**config.mk**
```make
export PLATFORM = sky130hd
export DESIGN_NAME = usb_irq_agg
export DESIGN_NICKNAME = d
export VERILOG_FILES = /design/src/rtl/usbw_pkg.sv /design/src/rtl/usbw_bus_fsm.sv /design/src/rtl/usbw_evt_bank.sv /design/src/rtl/usbw_cfg_regs.sv /design/src/rtl/usb_irq_agg.sv
export SDC_FILE = /design/constraint.sdc
export NUM_CORES = 1
export LEC_CHECK = 0
export ABC_AREA = 1
export BUFFER_PORTS_ARGS = -buffer_cell sky130_fd_sc_hd__buf_2
export CORE_UTILIZATION = 51
export CTS_BUF_LIST = sky130_fd_sc_hd__clkbuf_4 sky130_fd_sc_hd__clkbuf_8
export CTS_CLUSTER_SIZE = 24
export DETAILED_ROUTE_END_ITERATION = 8
export GPL_TIMING_DRIVEN = 0
export MAX_ROUTING_LAYER = met4
export PLACE_DENSITY_LB_ADDON = 0.3
export SETUP_SLACK_MARGIN = 0.2
export SLEW_MARGIN = 40
export SYNTH_ARGS = -nofsm -noshare
export SYNTH_HDL_FRONTEND = slang
export SYNTH_SLANG_ARGS = --single-unit
```
**constraint.sdc**
```tcl
create_clock -name clk -period 1.5 [get_ports clk]
set_input_delay 0.3 -clock clk [delete_from_list [all_inputs] [get_ports clk]]
set_output_delay 0.3 -clock clk [all_outputs]
set_load 0.005 [all_outputs]
```
**src/rtl/usbw_pkg.sv**
```systemverilog
package usbw_pkg;

    typedef enum logic [1:0] {
        BUS_IDLE = 2'd0,
        BUS_RD   = 2'd1,
        BUS_WR   = 2'd2
    } bus_state_e;

    localparam logic [7:0] OFF_REV      = 8'h00;
    localparam logic [7:0] OFF_CTRL     = 8'h14;
    localparam logic [7:0] OFF_LEVEL    = 8'h18;
    localparam logic [7:0] OFF_EP_STAT  = 8'h30;
    localparam logic [7:0] OFF_CR_STAT  = 8'h34;
    localparam logic [7:0] OFF_EP_SET   = 8'h38;
    localparam logic [7:0] OFF_CR_SET   = 8'h3C;
    localparam logic [7:0] OFF_EP_CLR   = 8'h40;
    localparam logic [7:0] OFF_CR_CLR   = 8'h44;
    localparam logic [7:0] OFF_PHY      = 8'hE0;
    localparam logic [7:0] OFF_MODE     = 8'hE8;

    localparam int CTRL_RST_BIT  = 0;
    localparam int MODE_SEL_BIT  = 7;
    localparam int MODE_VAL_BIT  = 8;
    localparam int PHY_OTGD_BIT  = 21;

endpackage

```
**src/rtl/usbw_bus_fsm.sv**
```systemverilog
module usbw_bus_fsm
    import usbw_pkg::*;
#(
    parameter int ADDR_W = 8,
    parameter int DATA_W = 32
) (
    input  logic              clk,
    input  logic              rst_n,
    input  logic              req_i,
    input  logic              we_i,
    input  logic [ADDR_W-1:0] addr_i,
    input  logic [DATA_W-1:0] wdata_i,
    output logic              ack_o,
    output logic              rd_en_o,
    output logic              wr_en_o,
    output logic [ADDR_W-1:0] addr_q_o,
    output logic [DATA_W-1:0] wdata_q_o
);

    bus_state_e state_q, state_d;

    // next-state decision
    always_comb begin
        state_d = state_q;
        unique case (state_q)
            BUS_IDLE: if (req_i) state_d = we_i ? BUS_WR : BUS_RD;
            BUS_RD:   state_d = BUS_IDLE;
            BUS_WR:   state_d = BUS_IDLE;
            default:  state_d = BUS_IDLE;
        endcase
    end

    // state register and request capture
    always_ff @(posedge clk or negedge rst_n) begin
        if (!rst_n) begin
            state_q   <= BUS_IDLE;
            addr_q_o  <= '0;
            wdata_q_o <= '0;
        end else begin
            state_q <= state_d;
            if (state_q == BUS_IDLE && req_i) begin
                addr_q_o  <= addr_i;
                wdata_q_o <= wdata_i;
            end
        end
    end

    // outputs per state
    always_comb begin
        ack_o   = 1'b0;
        rd_en_o = 1'b0;
        wr_en_o = 1'b0;
        unique case (state_q)
            BUS_IDLE: ;
            BUS_RD: begin
                ack_o   = 1'b1;
                rd_en_o = 1'b1;
            end
            BUS_WR: begin
                ack_o   = 1'b1;
                wr_en_o = 1'b1;
            end
            default: ;
        endcase
    end

endmodule

```
**src/rtl/usbw_evt_bank.sv**
```systemverilog
module usbw_evt_bank #(
    parameter int             W    = 32,
    parameter logic [W-1:0]   IMPL = '1
) (
    input  logic         clk,
    input  logic         rst_n,
    input  logic [W-1:0] evt_i,
    input  logic         stat_clr_we,
    input  logic         en_set_we,
    input  logic         en_clr_we,
    input  logic [W-1:0] wdata_i,
    output logic [W-1:0] stat_o,
    output logic [W-1:0] en_o,
    output logic         pend_o
);

    for (genvar b = 0; b < W; b++) begin : g_bit
        if (IMPL[b]) begin : g_impl
            logic s_q, e_q;
            // a fresh event is ORed in after the clear, so it wins
            always_ff @(posedge clk or negedge rst_n) begin
                if (!rst_n) s_q <= 1'b0;
                else        s_q <= (s_q & ~(stat_clr_we & wdata_i[b])) | evt_i[b];
            end
            always_ff @(posedge clk or negedge rst_n) begin
                if (!rst_n)                        e_q <= 1'b0;
                else if (en_set_we && wdata_i[b])  e_q <= 1'b1;
                else if (en_clr_we && wdata_i[b])  e_q <= 1'b0;
            end
            assign stat_o[b] = s_q;
            assign en_o[b]   = e_q;
        end else begin : g_tie
            assign stat_o[b] = 1'b0;
            assign en_o[b]   = 1'b0;
        end
    end

    assign pend_o = |(stat_o & en_o);

    logic unused_bits;
    assign unused_bits = ^((evt_i | wdata_i) & ~IMPL);

endmodule

```
**src/rtl/usbw_cfg_regs.sv**
```systemverilog
module usbw_cfg_regs
    import usbw_pkg::*;
#(
    parameter int DATA_W = 32
) (
    input  logic              clk,
    input  logic              rst_n,
    input  logic              ctrl_we,
    input  logic              mode_we,
    input  logic              phy_we,
    input  logic [DATA_W-1:0] wdata_i,
    input  logic              vbus_req_i,
    input  logic              phy_id_i,
    output logic              core_reset_o,
    output logic              mode_sel_o,
    output logic              mode_val_o,
    output logic              otg_dis_o,
    output logic              id_o,
    output logic              vbus_lvl_o,
    output logic              vbus_chg_o
);

    always_ff @(posedge clk or negedge rst_n) begin
        if (!rst_n) begin
            core_reset_o <= 1'b0;
            mode_sel_o   <= 1'b0;
            mode_val_o   <= 1'b0;
            otg_dis_o    <= 1'b1;
            vbus_lvl_o   <= 1'b0;
        end else begin
            vbus_lvl_o <= vbus_req_i;
            if (ctrl_we) core_reset_o <= wdata_i[CTRL_RST_BIT];
            if (mode_we) begin
                mode_sel_o <= wdata_i[MODE_SEL_BIT];
                mode_val_o <= wdata_i[MODE_VAL_BIT];
            end
            if (phy_we) otg_dis_o <= wdata_i[PHY_OTGD_BIT];
        end
    end

    assign vbus_chg_o = vbus_req_i ^ vbus_lvl_o;
    assign id_o       = mode_sel_o ? mode_val_o : phy_id_i;

    logic unused_wdata;
    assign unused_wdata = ^wdata_i;

endmodule

```
**src/rtl/usb_irq_agg.sv**
```systemverilog
module usb_irq_agg
    import usbw_pkg::*;
#(
    parameter int          NUM_EP   = 16,
    parameter int          CORE_EVT = 8,
    parameter int          ADDR_W   = 8,
    parameter logic [31:0] REV_ID   = 32'h5A31_0C02
) (
    input  logic                clk,
    input  logic                rst_n,
    input  logic                bus_req,
    input  logic                bus_we,
    input  logic [ADDR_W-1:0]   bus_addr,
    input  logic [31:0]         bus_wdata,
    output logic [31:0]         bus_rdata,
    output logic                bus_ack,
    input  logic [NUM_EP-1:0]   tx_evt,
    input  logic [NUM_EP-1:0]   rx_evt,
    input  logic [CORE_EVT-1:0] core_evt,
    input  logic                vbus_req_i,
    input  logic                phy_id_i,
    output logic                irq_o,
    output logic                core_reset_o,
    output logic                id_o,
    output logic                otg_disable_o
);

    localparam int DATA_W = 32;
    localparam int EP_W   = 2 * NUM_EP;
    localparam int CR_W   = CORE_EVT + 1;
    localparam logic [EP_W-1:0] EP_IMPL = {{(NUM_EP-1){1'b1}}, 1'b0, {NUM_EP{1'b1}}};
    localparam logic [CR_W-1:0] CR_IMPL = '1;

    logic              rd_en, wr_en;
    logic [ADDR_W-1:0] addr_q;
    logic [DATA_W-1:0] wdata_q;

    usbw_bus_fsm #(.ADDR_W(ADDR_W), .DATA_W(DATA_W)) i_bus (
        .clk       (clk),
        .rst_n     (rst_n),
        .req_i     (bus_req),
        .we_i      (bus_we),
        .addr_i    (bus_addr),
        .wdata_i   (bus_wdata),
        .ack_o     (bus_ack),
        .rd_en_o   (rd_en),
        .wr_en_o   (wr_en),
        .addr_q_o  (addr_q),
        .wdata_q_o (wdata_q)
    );

    function automatic logic hit(input logic [ADDR_W-1:0] a, input logic [7:0] off);
        return a == ADDR_W'(off);
    endfunction

    logic we_ep_stat, we_ep_set, we_ep_clr;
    logic we_cr_stat, we_cr_set, we_cr_clr;
    logic we_ctrl, we_mode, we_phy;

    always_comb begin
        we_ep_stat = wr_en && hit(addr_q, OFF_EP_STAT);
        we_ep_set  = wr_en && hit(addr_q, OFF_EP_SET);
        we_ep_clr  = wr_en && hit(addr_q, OFF_EP_CLR);
        we_cr_stat = wr_en && hit(addr_q, OFF_CR_STAT);
        we_cr_set  = wr_en && hit(addr_q, OFF_CR_SET);
        we_cr_clr  = wr_en && hit(addr_q, OFF_CR_CLR);
        we_ctrl    = wr_en && hit(addr_q, OFF_CTRL);
        we_mode    = wr_en && hit(addr_q, OFF_MODE);
        we_phy     = wr_en && hit(addr_q, OFF_PHY);
    end

    logic              mode_sel, mode_val, vbus_lvl, vbus_chg;

    usbw_cfg_regs #(.DATA_W(DATA_W)) i_cfg (
        .clk          (clk),
        .rst_n        (rst_n),
        .ctrl_we      (we_ctrl),
        .mode_we      (we_mode),
        .phy_we       (we_phy),
        .wdata_i      (wdata_q),
        .vbus_req_i   (vbus_req_i),
        .phy_id_i     (phy_id_i),
        .core_reset_o (core_reset_o),
        .mode_sel_o   (mode_sel),
        .mode_val_o   (mode_val),
        .otg_dis_o    (otg_disable_o),
        .id_o         (id_o),
        .vbus_lvl_o   (vbus_lvl),
        .vbus_chg_o   (vbus_chg)
    );

    logic [EP_W-1:0] ep_stat, ep_en;
    logic [CR_W-1:0] core_stat, core_en;
    logic            ep_pend, core_pend;

    usbw_evt_bank #(.W(EP_W), .IMPL(EP_IMPL)) i_ep_bank (
        .clk         (clk),
        .rst_n       (rst_n),
        .evt_i       ({rx_evt, tx_evt}),
        .stat_clr_we (we_ep_stat),
        .en_set_we   (we_ep_set),
        .en_clr_we   (we_ep_clr),
        .wdata_i     (wdata_q[EP_W-1:0]),
        .stat_o      (ep_stat),
        .en_o        (ep_en),
        .pend_o      (ep_pend)
    );

    usbw_evt_bank #(.W(CR_W), .IMPL(CR_IMPL)) i_core_bank (
        .clk         (clk),
        .rst_n       (rst_n),
        .evt_i       ({vbus_chg, core_evt}),
        .stat_clr_we (we_cr_stat),
        .en_set_we   (we_cr_set),
        .en_clr_we   (we_cr_clr),
        .wdata_i     (wdata_q[CR_W-1:0]),
        .stat_o      (core_stat),
        .en_o        (core_en),
        .pend_o      (core_pend)
    );

    assign irq_o = ep_pend | core_pend;

    logic [DATA_W-1:0] rd_mux;
    always_comb begin
        rd_mux = '0;
        case (addr_q)
            ADDR_W'(OFF_REV):     rd_mux = REV_ID;
            ADDR_W'(OFF_CTRL):    rd_mux[CTRL_RST_BIT] = core_reset_o;
            ADDR_W'(OFF_LEVEL):   rd_mux[0] = vbus_lvl;
            ADDR_W'(OFF_EP_STAT): rd_mux = DATA_W'(ep_stat);
            ADDR_W'(OFF_CR_STAT): rd_mux = DATA_W'(core_stat);
            ADDR_W'(OFF_EP_SET),
            ADDR_W'(OFF_EP_CLR):  rd_mux = DATA_W'(ep_en);
            ADDR_W'(OFF_CR_SET),
            ADDR_W'(OFF_CR_CLR):  rd_mux = DATA_W'(core_en);
            ADDR_W'(OFF_PHY):     rd_mux[PHY_OTGD_BIT] = otg_disable_o;
            ADDR_W'(OFF_MODE): begin
                rd_mux[MODE_SEL_BIT] = mode_sel;
                rd_mux[MODE_VAL_BIT] = mode_val;
            end
            default:              rd_mux = '0;
        endcase
    end

    assign bus_rdata = rd_en ? rd_mux : '0;

endmodule

```
==> results by group, run 1 <==
Place
  – Dpl ws: -0.406 ns
  – Dpl cell area: 6860 um^2
  – RePlAce Congestion: 0.884
  – Input/output buffers: 120
  – Dpl hpwl: 11.0 mm

Power and ir drop
  – Cell Pwr Density: approximately 1100 nW/um^2
  – Clk network pwr share: 0.355
  – Cell internal pwr: around 6.7 mW
  – Comb pwr share: 0.249
  – Total leakage power: 4.34 nW
  – Psw: 3.33 mW
  – Tot Pwr: approximately 10 mW
  – Worst ir drop on vdd: 826 uV
  – Seq pwr share: 0.396
  – Switching share of power: 0.332

Timing
  – PnR worst setup slack: -0.960 ns
  – Max-slew violation count: 0
  – Setup Total Neg Slack: -49.18 ns
  – Fin. Hold Viols: 0
  – Hold WS: 0.0254 ns
  – Minimum clock period: 2.46 ns
  – Relative slew slack: 0.719
  – Final Cycle Share: 1.64
  – Fin Clk Skew: 0.0151 ns
  – Worst-margin pin slew: 0.421 ns
  – RSZ-0062 raised after global routing: true
  – Setup-failing EPs final: 115
  – Max frequency: 0.407 GHz

Worst hold path
  – Hold Startpoint: rx_evt[2]
  – Hold Crit Endpoint: i_ep_bank.g_bit[18].g_impl.s_q
  – Hold Crit Depth: 3
  – Hold Crit Class: in -> reg

Clock network
  – Clock-pin slew on the worst setup and hold paths: approximately 0.090 ns
  – CTS tree: done
  – H-tree Lvls: 4
  – TritonCTS sink count: between 100 and 150
  – Clock latency on the worst-skew pair: approximately 0.46 ns
  – CTS root buf: clkbuf_8
  – Clock buffer count from CTS: 17
  – Clock buffer depth: 2

Yosys
  – Seq cells post-synth: 126
  – Synth top area share: 0.523
  – Ys async rst share: 1.00
  – Syn Inst Count: between 700 and 800
  – Seq/Total Area, Yosys: 0.528
  – Syn_nets: 829
  – Post-synth EDFFs: 0
  – Cell taking the most area after synthesis: dfrtp_1
  – Primary FF master, synth: dfrtp_1
  – Largest cells by area after synthesis: dfrtp_1, nand2_1, o21ai_0
  – Avg Cell Area, Syn: 8.08 um^2
  – Post-Syn Area: 5980 um^2
  – Distinct cell type count after synthesis: 36
  – Yosys warns: 0

Floorplan
  – # rows: 39
  – Initial Util: 0.523
  – IO Pins: 123
  – Die height: about 110 um
  – Core area: 11400 um^2
  – Die Area: 12200 um^2
  – Die width: 110 um

Global route
  – Vias in the first global route: 5718
  – Gr usage total: 0.325
  – Global-route wire length before repair: 28.4 mm
  – Gr ovfl total: 0
  – Largest net degree at the start of global routing: 74
  – Initial antenna violation count: 0

Setup path
  – Reg2reg setup slack: -0.51 ns
  – CP Max Fanout: 6
  – Slowest cell on crit path: dfrtp_1
  – CP peak stage delay: a little over 0.4 ns
  – Reg2reg path depth: 11
  – Req. time, crit path: between 1 and 1.5 ns
  – CP arrival: roughly 2.2 ns
  – Critical path type: reg -> out
  – RR Endpoint: i_ep_bank.g_bit[0].g_impl.e_q
  – Startpoint Class: register
  – Worst r2r src: i_bus.addr_q_o[7]
  – Critical path, cell by cell: inv_2 -> nand2_2 -> nor2_4 -> buf_6 -> nand2_4 -> nand2_4 -> buf_6 -> buf_8 -> nand2_2 -> nand2_1 -> nor2_1 -> nor2_1 -> buf_2
  – Crit. End Element: output pin

Finish
  – Post-layout nets: 1040
  – Area growth, synth to finish: 49.9%
  – Design area: 8960 um^2
  – N_diodes: 0
  – Layout cells sized above 1: 0.440

Drt
  – WL/cell: 19.7 um
  – DRC: 2
  – Met2 routed WL: roughly 10 mm
  – Initial DRC Count: ~670
  – Post-route ant nets: 0
  – M1 wire length: 8.16 mm
  – Vias per cell: 5.85
  – WL met3: 2.05 mm
  – Routed Wire Length: approximately 22 mm
  – Uppermost layer routed: met4
  – Routed vias: 6470
  – TritonRoute pass-1 iters: 7

Run
  – Max-cap violations: 0

Run status
  – Outcome: finished, violations left
  – Failing checks: DRC, setup timing
area by class of cell:
| cell class | instances | area [um^2] |
|---|---|---|
| Buffer | 28 | 364 |
| Clock buffer | 18 | 248 |
| Clock inverter | 13 | 213 |
| Fill cell | 698 | 2460 |
| Inverter | 90 | 355 |
| Multi-Input combinational cell | 498 | 3100 |
| Sequential cell | 126 | 3160 |
| Tap cell | 143 | 179 |
| Timing Repair Buffer | 190 | 1340 |
cell usage in the layout, fill, tap and decap left out, drive strengths merged, types with 4 or more instances in the layout:
master    n
a22oi    14
a21oi    39
nand4     5
inv      91
clkbuf   25
nand2   179
bufinv    5
o31ai     9
clkinv    4
nor2     96
nand3    21
o21ai   115
a31oi     7
buf     209
dfrtp   125
per-layer routing:
layer,up-vias,GRT usage
li1,2839,-
met2,454,0.513
met5,-,-
met4,0,0.121
met3,109,0.0517
met1,3068,0.426
Yosys cell counts, types with 2 or more instances:
library cell  instances
nor2_1               92
o21ai_0             110
o31ai_1               9
nand2_1             171
nand3_1              20
nand4_1               5
nand2_2               6
dfrtp_1             125
a31oi_1               6
inv_1                84
ha_1                  3
inv_2                 4
o21ai_1               5
buf_6                 3
a22oi_1              14
nor2_2                2
buf_8                 2
a21oi_1              39
a22o_1                3
buf_2                 6
clkbuf_1             16
worst max-delay path, delay by kind of cell (launching register included):
family	cells	cell delay, ns
AND/OR/NAND/NOR	8	0.66
flip-flops	1	0.41
buffers and inverters	5	0.64
stage by stage:
step | std cells | utilization
2_1_floorplan | 740 | -
3_3_place_gp | 1003 | 0.597
3_5_place_dp | 1004 | 0.601
4_1_cts | 1082 | 0.715
5_1_grt | 1106 | 0.785
6_report | 1106 | 0.785
flip-flops by register name, summed over array words and instances, names as in the netlist:
name                          flops
i_bus.state_q                     2
i_bus.addr_q_o                    8
i_cfg.vbus_lvl_o                  1
i_cfg.otg_dis_o                   1
i_cfg.mode_sel_o                  1
i_ep_bank.g_bit.g_impl.s_q       31
i_bus.wdata_q_o                  31
i_core_bank.g_bit.g_impl.e_q      9
i_ep_bank.g_bit.g_impl.e_q       31
i_core_bank.g_bit.g_impl.s_q      9
i_cfg.mode_val_o                  1
i_cfg.core_reset_o                1
power groups by stage:
stage	Combinational, mW	Sequential [mW]	Clock [mW]
3_3_place_gp	1.47	3.97	0
5_1_grt	2.67	3.99	3.66
6_report	2.49	3.96	3.55
2_1_floorplan	0.944	3.94	0
3_5_place_dp	1.50	3.98	0
4_1_cts	1.95	3.91	3.44
logic make-up (layout without fill, tap and decap cells):
| group | after synthesis | after routing | share of synthesized area |
|---|---|---|---|
| AO/OA/AOI/OAI | 190 | 190 | 0.174 |
| XOR/XNOR | 1 | 1 | 0.00147 |
| adder cells (fa/ha/maj) | 3 | 3 | 0.00628 |
| buffers and inverters | 118 | 339 | 0.0839 |
| flip-flops | 126 | 126 | 0.528 |
| multiplexers | 1 | 1 | 0.00188 |
| AND/OR/NAND/NOR | 301 | 303 | 0.205 |
how the worst max path moves through the flow:
stage,cells after the start,from,slack (ns),to
global placement,1,rst_n,-1.49,i_bus.wdata_q_o[18]
finish,13,i_bus.addr_q_o[3],-0.96,bus_rdata[2]
global route,13,i_bus.addr_q_o[3],-1.04,bus_rdata[2]
CTS,13,i_bus.addr_q_o[7],-0.83,bus_rdata[0]
detailed placement,6,i_bus.state_q[1],-0.41,bus_rdata[1]
floorplan,9,i_bus.addr_q_o[2],-0.04,bus_rdata[20]
what timing repair did:
action                     CTS  global route
gates resized for setup    191           189
setup endpoints to repair  159           160
buffers inserted            38            22
hold buffers                 2             0
pin swaps                   19            44
hold endpoints to repair    54             0
cloned                       7             2
No activity file was read; power rests on OpenSTA's default activity.
==> run 2: changes to the inputs <==
--- a/config.mk
+++ b/config.mk
@@ -13,7 +13,7 @@
 export DETAILED_ROUTE_END_ITERATION = 8
 export GPL_TIMING_DRIVEN = 0
 export MAX_ROUTING_LAYER = met4
-export PLACE_DENSITY_LB_ADDON = 0.3
+export PLACE_DENSITY = 0.78
 export SETUP_SLACK_MARGIN = 0.2
 export SLEW_MARGIN = 40
 export SYNTH_ARGS = -nofsm -noshare
==> run 2 against run 1 <==
  * The run ends with setup timing left
  * Sequential share of layout area fell by 0.73 points
  * Critical path depth down 1
  * Highest routed layer unchanged
  * Count of clock-buffer cells in the layout grew 7
  * Critical path type unchanged
  * Largest cell class unchanged
  * Sequential power hardly changed
  * Design area is 2.0% higher
==> results by group, run 2 (synthesized netlist as in run 1, its figures left out) <==
Run status
  – Outcome: finished, violations left
  – Failing checks: setup timing

Clock network
  – Clock buffer depth: 2 (unchanged)
  – Clock buffer count from CTS: 17 (unchanged)
  – CTS tree: done
  – TritonCTS sink count: 126 (unchanged)
  – H-tree Lvls: 4 (unchanged)
  – CTS root buf: clkbuf_8
  – Clock latency on the worst-skew pair: 0.47 ns (about the same)
  – Clock-pin slew on the worst setup and hold paths: 0.08 ns (about the same)

Timing
  – Max frequency: 0.405 GHz (-0.36%)
  – Relative slew slack: 0.724 (+0.00493)
  – Setup-failing EPs final: 118 (+2.6%)
  – Hold WS: 0.0110 ns (-0.0144 ns)
  – Fin Clk Skew: 0.0178 ns (+0.00268 ns)
  – Final Cycle Share: 1.65 (+0.00594)
  – RSZ-0062 raised after global routing: true
  – Worst-margin pin slew: 0.414 ns (-0.00739 ns)
  – Fin. Hold Viols: 0 (unchanged)
  – PnR worst setup slack: -0.969 ns (-0.00890 ns)
  – Max-slew violation count: 0 (unchanged)
  – Minimum clock period: 2.47 ns (+0.00890 ns)

Floorplan
  – # rows: 39 (unchanged)
  – Initial Util: 0.523 (unchanged)
  – Die Area: 12200 um^2 (unchanged)
  – Die height: 110 um (unchanged)
  – IO Pins: 123 (unchanged)
  – Core area: 11400 um^2 (unchanged)
  – Die width: 110 um (unchanged)

Setup path
  – Crit. End Element: output pin
  – CP arrival: 2.17 ns (about the same)
  – Worst Setup SP: i_bus.addr_q_o[7]
  – Critical path type: reg -> out
  – Critical path, cell by cell: inv_2 -> buf_6 -> nand2_4 -> nor2_4 -> nand2_2 -> nand2_4 -> buf_6 -> nand2_1 -> nand2_1 -> nor2_1 -> nor2_1 -> buf_2
  – Startpoint Class: register
  – Worst r2r src: i_bus.addr_q_o[2]
  – Worst path bufs/invs: 4 (-1)
  – CP Max Fanout: 5 (-1)
  – Req. time, crit path: 1.20 ns (about the same)
  – CP top delay family: simple AND/OR/NAND/NOR gates
  – CP peak stage delay: 0.39 ns (-0.02 ns)
  – Crit path depth: 12 (-1)
  – Reg2reg path depth: 13 (+2)
  – Slowest cell on crit path: dfrtp_1

Worst hold path
  – Hold Startpoint: rx_evt[6]
  – Hold Crit Class: in -> reg
  – Hold Crit Depth: 3 (unchanged)

Global route
  – Gr ovfl total: 0 (unchanged)
  – Largest net degree at the start of global routing: 77 (+4.1%)
  – Vias in the first global route: 5552 (-2.9%)
  – Gr usage total: 0.323 (-0.00220)
  – Global-route wire length before repair: 27.7 mm (-2.3%)
  – Initial antenna violation count: 0 (unchanged)

Drt
  – Routed Wire Length: 22.7 mm (+4.1%)
  – Uppermost layer routed: met4
  – M1 wire length: 8.49 mm (+4.1%)
  – DRC: 0 (-2)
  – Post-route ant nets: 0 (unchanged)
  – Met2 routed WL: 10.6 mm (+1.6%)
  – WL/cell: 20.5 um (+4.2%)
  – TritonRoute pass-1 iters: 8 (+1)
  – Vias per cell: 5.98 (+2.2%)
  – WL met3: 2.20 mm (+7.5%)
  – Routed vias: 6605 (+2.1%)
  – Initial DRC Count: 580 (-13%)

Finish
  – Commonest non-fill, non-tap cell in the layout: nand2_1
  – Biggest regs: i_bus.wdata_q_o: 31 flops, i_ep_bank.g_bit.g_impl.e_q: 31 flops, i_ep_bank.g_bit.g_impl.s_q: 31 flops
  – Fillers: 642 (-8.0%)
  – Area growth, synth to finish: 53.0%
  – Post-layout nets: 1040 (unchanged)
  – N_diodes: 0 (unchanged)
  – Layout cells sized above 1: 0.459 (+0.0192)
  – Most frequent cells in the layout: nand2_1, dfrtp_1, buf_2
  – Non-Filler Instances: 1105 (-0.090%)

Place
  – Input/output buffers: 120 (unchanged)
  – RePlAce Congestion: 0.870 (-1.7%)
  – Dpl hpwl: 11.3 mm (+2.4%)
  – Dpl cells: 1004 (unchanged)
  – Dpl ws: -0.412 ns (-0.00618 ns)

Power and ir drop
  – Total leakage power: 4.36 nW (+0.47%)
  – Worst ir drop on vdd: 901 uV (+9.2%)
  – Cell Pwr Density: 1040 nW/um^2 (-6.7%)

Run
  – Max-cap violations: 0 (unchanged)
run 2: changes by cell type in the layout (fill, tap and decap cells not counted), sizes merged:
cell and delta:
clkbuf +9, bufinv -5, clkinv -1, clkinvlp -1
inv -1, nand2 -1, nand3 -1
run 2: stage by stage:
| stage | area [um^2] | setup TNS (ns) | power (mW) | util |
|---|---|---|---|---|
| 2_1_floorplan | 6040 | -0.692 | 4.89 | - |
| 3_3_place_gp | 6820 | -200.13 | 5.43 | 0.597 |
| 3_5_place_dp | 6860 | -18.21 | 5.49 | 0.601 |
| 4_1_cts | 8000 | -32.62 | 8.60 | 0.700 |
| 5_1_grt | 9140 | -57.45 | 9.85 | 0.801 |
| 6_report | 9140 | -49.02 | 9.52 | 0.801 |
run 2: timing repair:
item,4_1_cts,5_1_grt
pin swaps,21,46
gates resized for setup,100,284
endpoints found under the setup margin,159,161
hold endpoints to repair,51,0
gates cloned,8,5
hold buffers,2,0
buffers inserted,31,25
run 2: report_power, final:
group / switching [mW] / internal, mW
registers: 0.200 / 3.75
clock network: 1.36 / 1.44
logic: 1.70 / 1.06
total: 3.26 / 6.26
run 2: cell type report:
cell class	instances	area [um^2]	share of cell area
inverters	90	353	0.0386
clock inverters	5	30.0	0.00328
repair buffers	192	1560	0.170
plain buffers	28	380	0.0416
multi-input cells	496	3150	0.345
well taps	143	179	0.0196
flip-flops and latches	126	3150	0.345
clock buffers	25	338	0.0369
run 2: worst register-to-register path, stage by stage, from the launching register on:
cell and delay (ns):
dfrtp_1 0.40, inv_2 0.11, nand2_2 0.08, nor2_4 0.20, nand2_4 0.09, inv_4 0.08
buf_6 0.13, buf_6 0.10, buf_6 0.11, nand2_8 0.09, buf_12 0.14, buf_16 0.13
o21ai_2 0.11, nand2_1 0.08
run 2: worst paths after layout:
| kind | end | slack, ns |
|---|---|---|
| min in group asynchronous | i_bus.wdata_q_o[26] | 0.33 |
| max | bus_rdata[7] | -0.97 |
| min reg2reg | i_core_bank.g_bit[5].g_impl.e_q | 0.52 |
| min | i_ep_bank.g_bit[22].g_impl.s_q | 0.01 |
| max in group asynchronous | i_bus.wdata_q_o[0] | 0.46 |
| max reg2reg | i_ep_bank.g_bit[21].g_impl.s_q | -0.45 |
run 2: metal layers:
metal / global-route usage / vias up
met2: 0.512 / 489
li1: - / 2827
met1: 0.397 / 3149
met3: 0.0735 / 140
met5: - / -
met4: 0.143 / 0
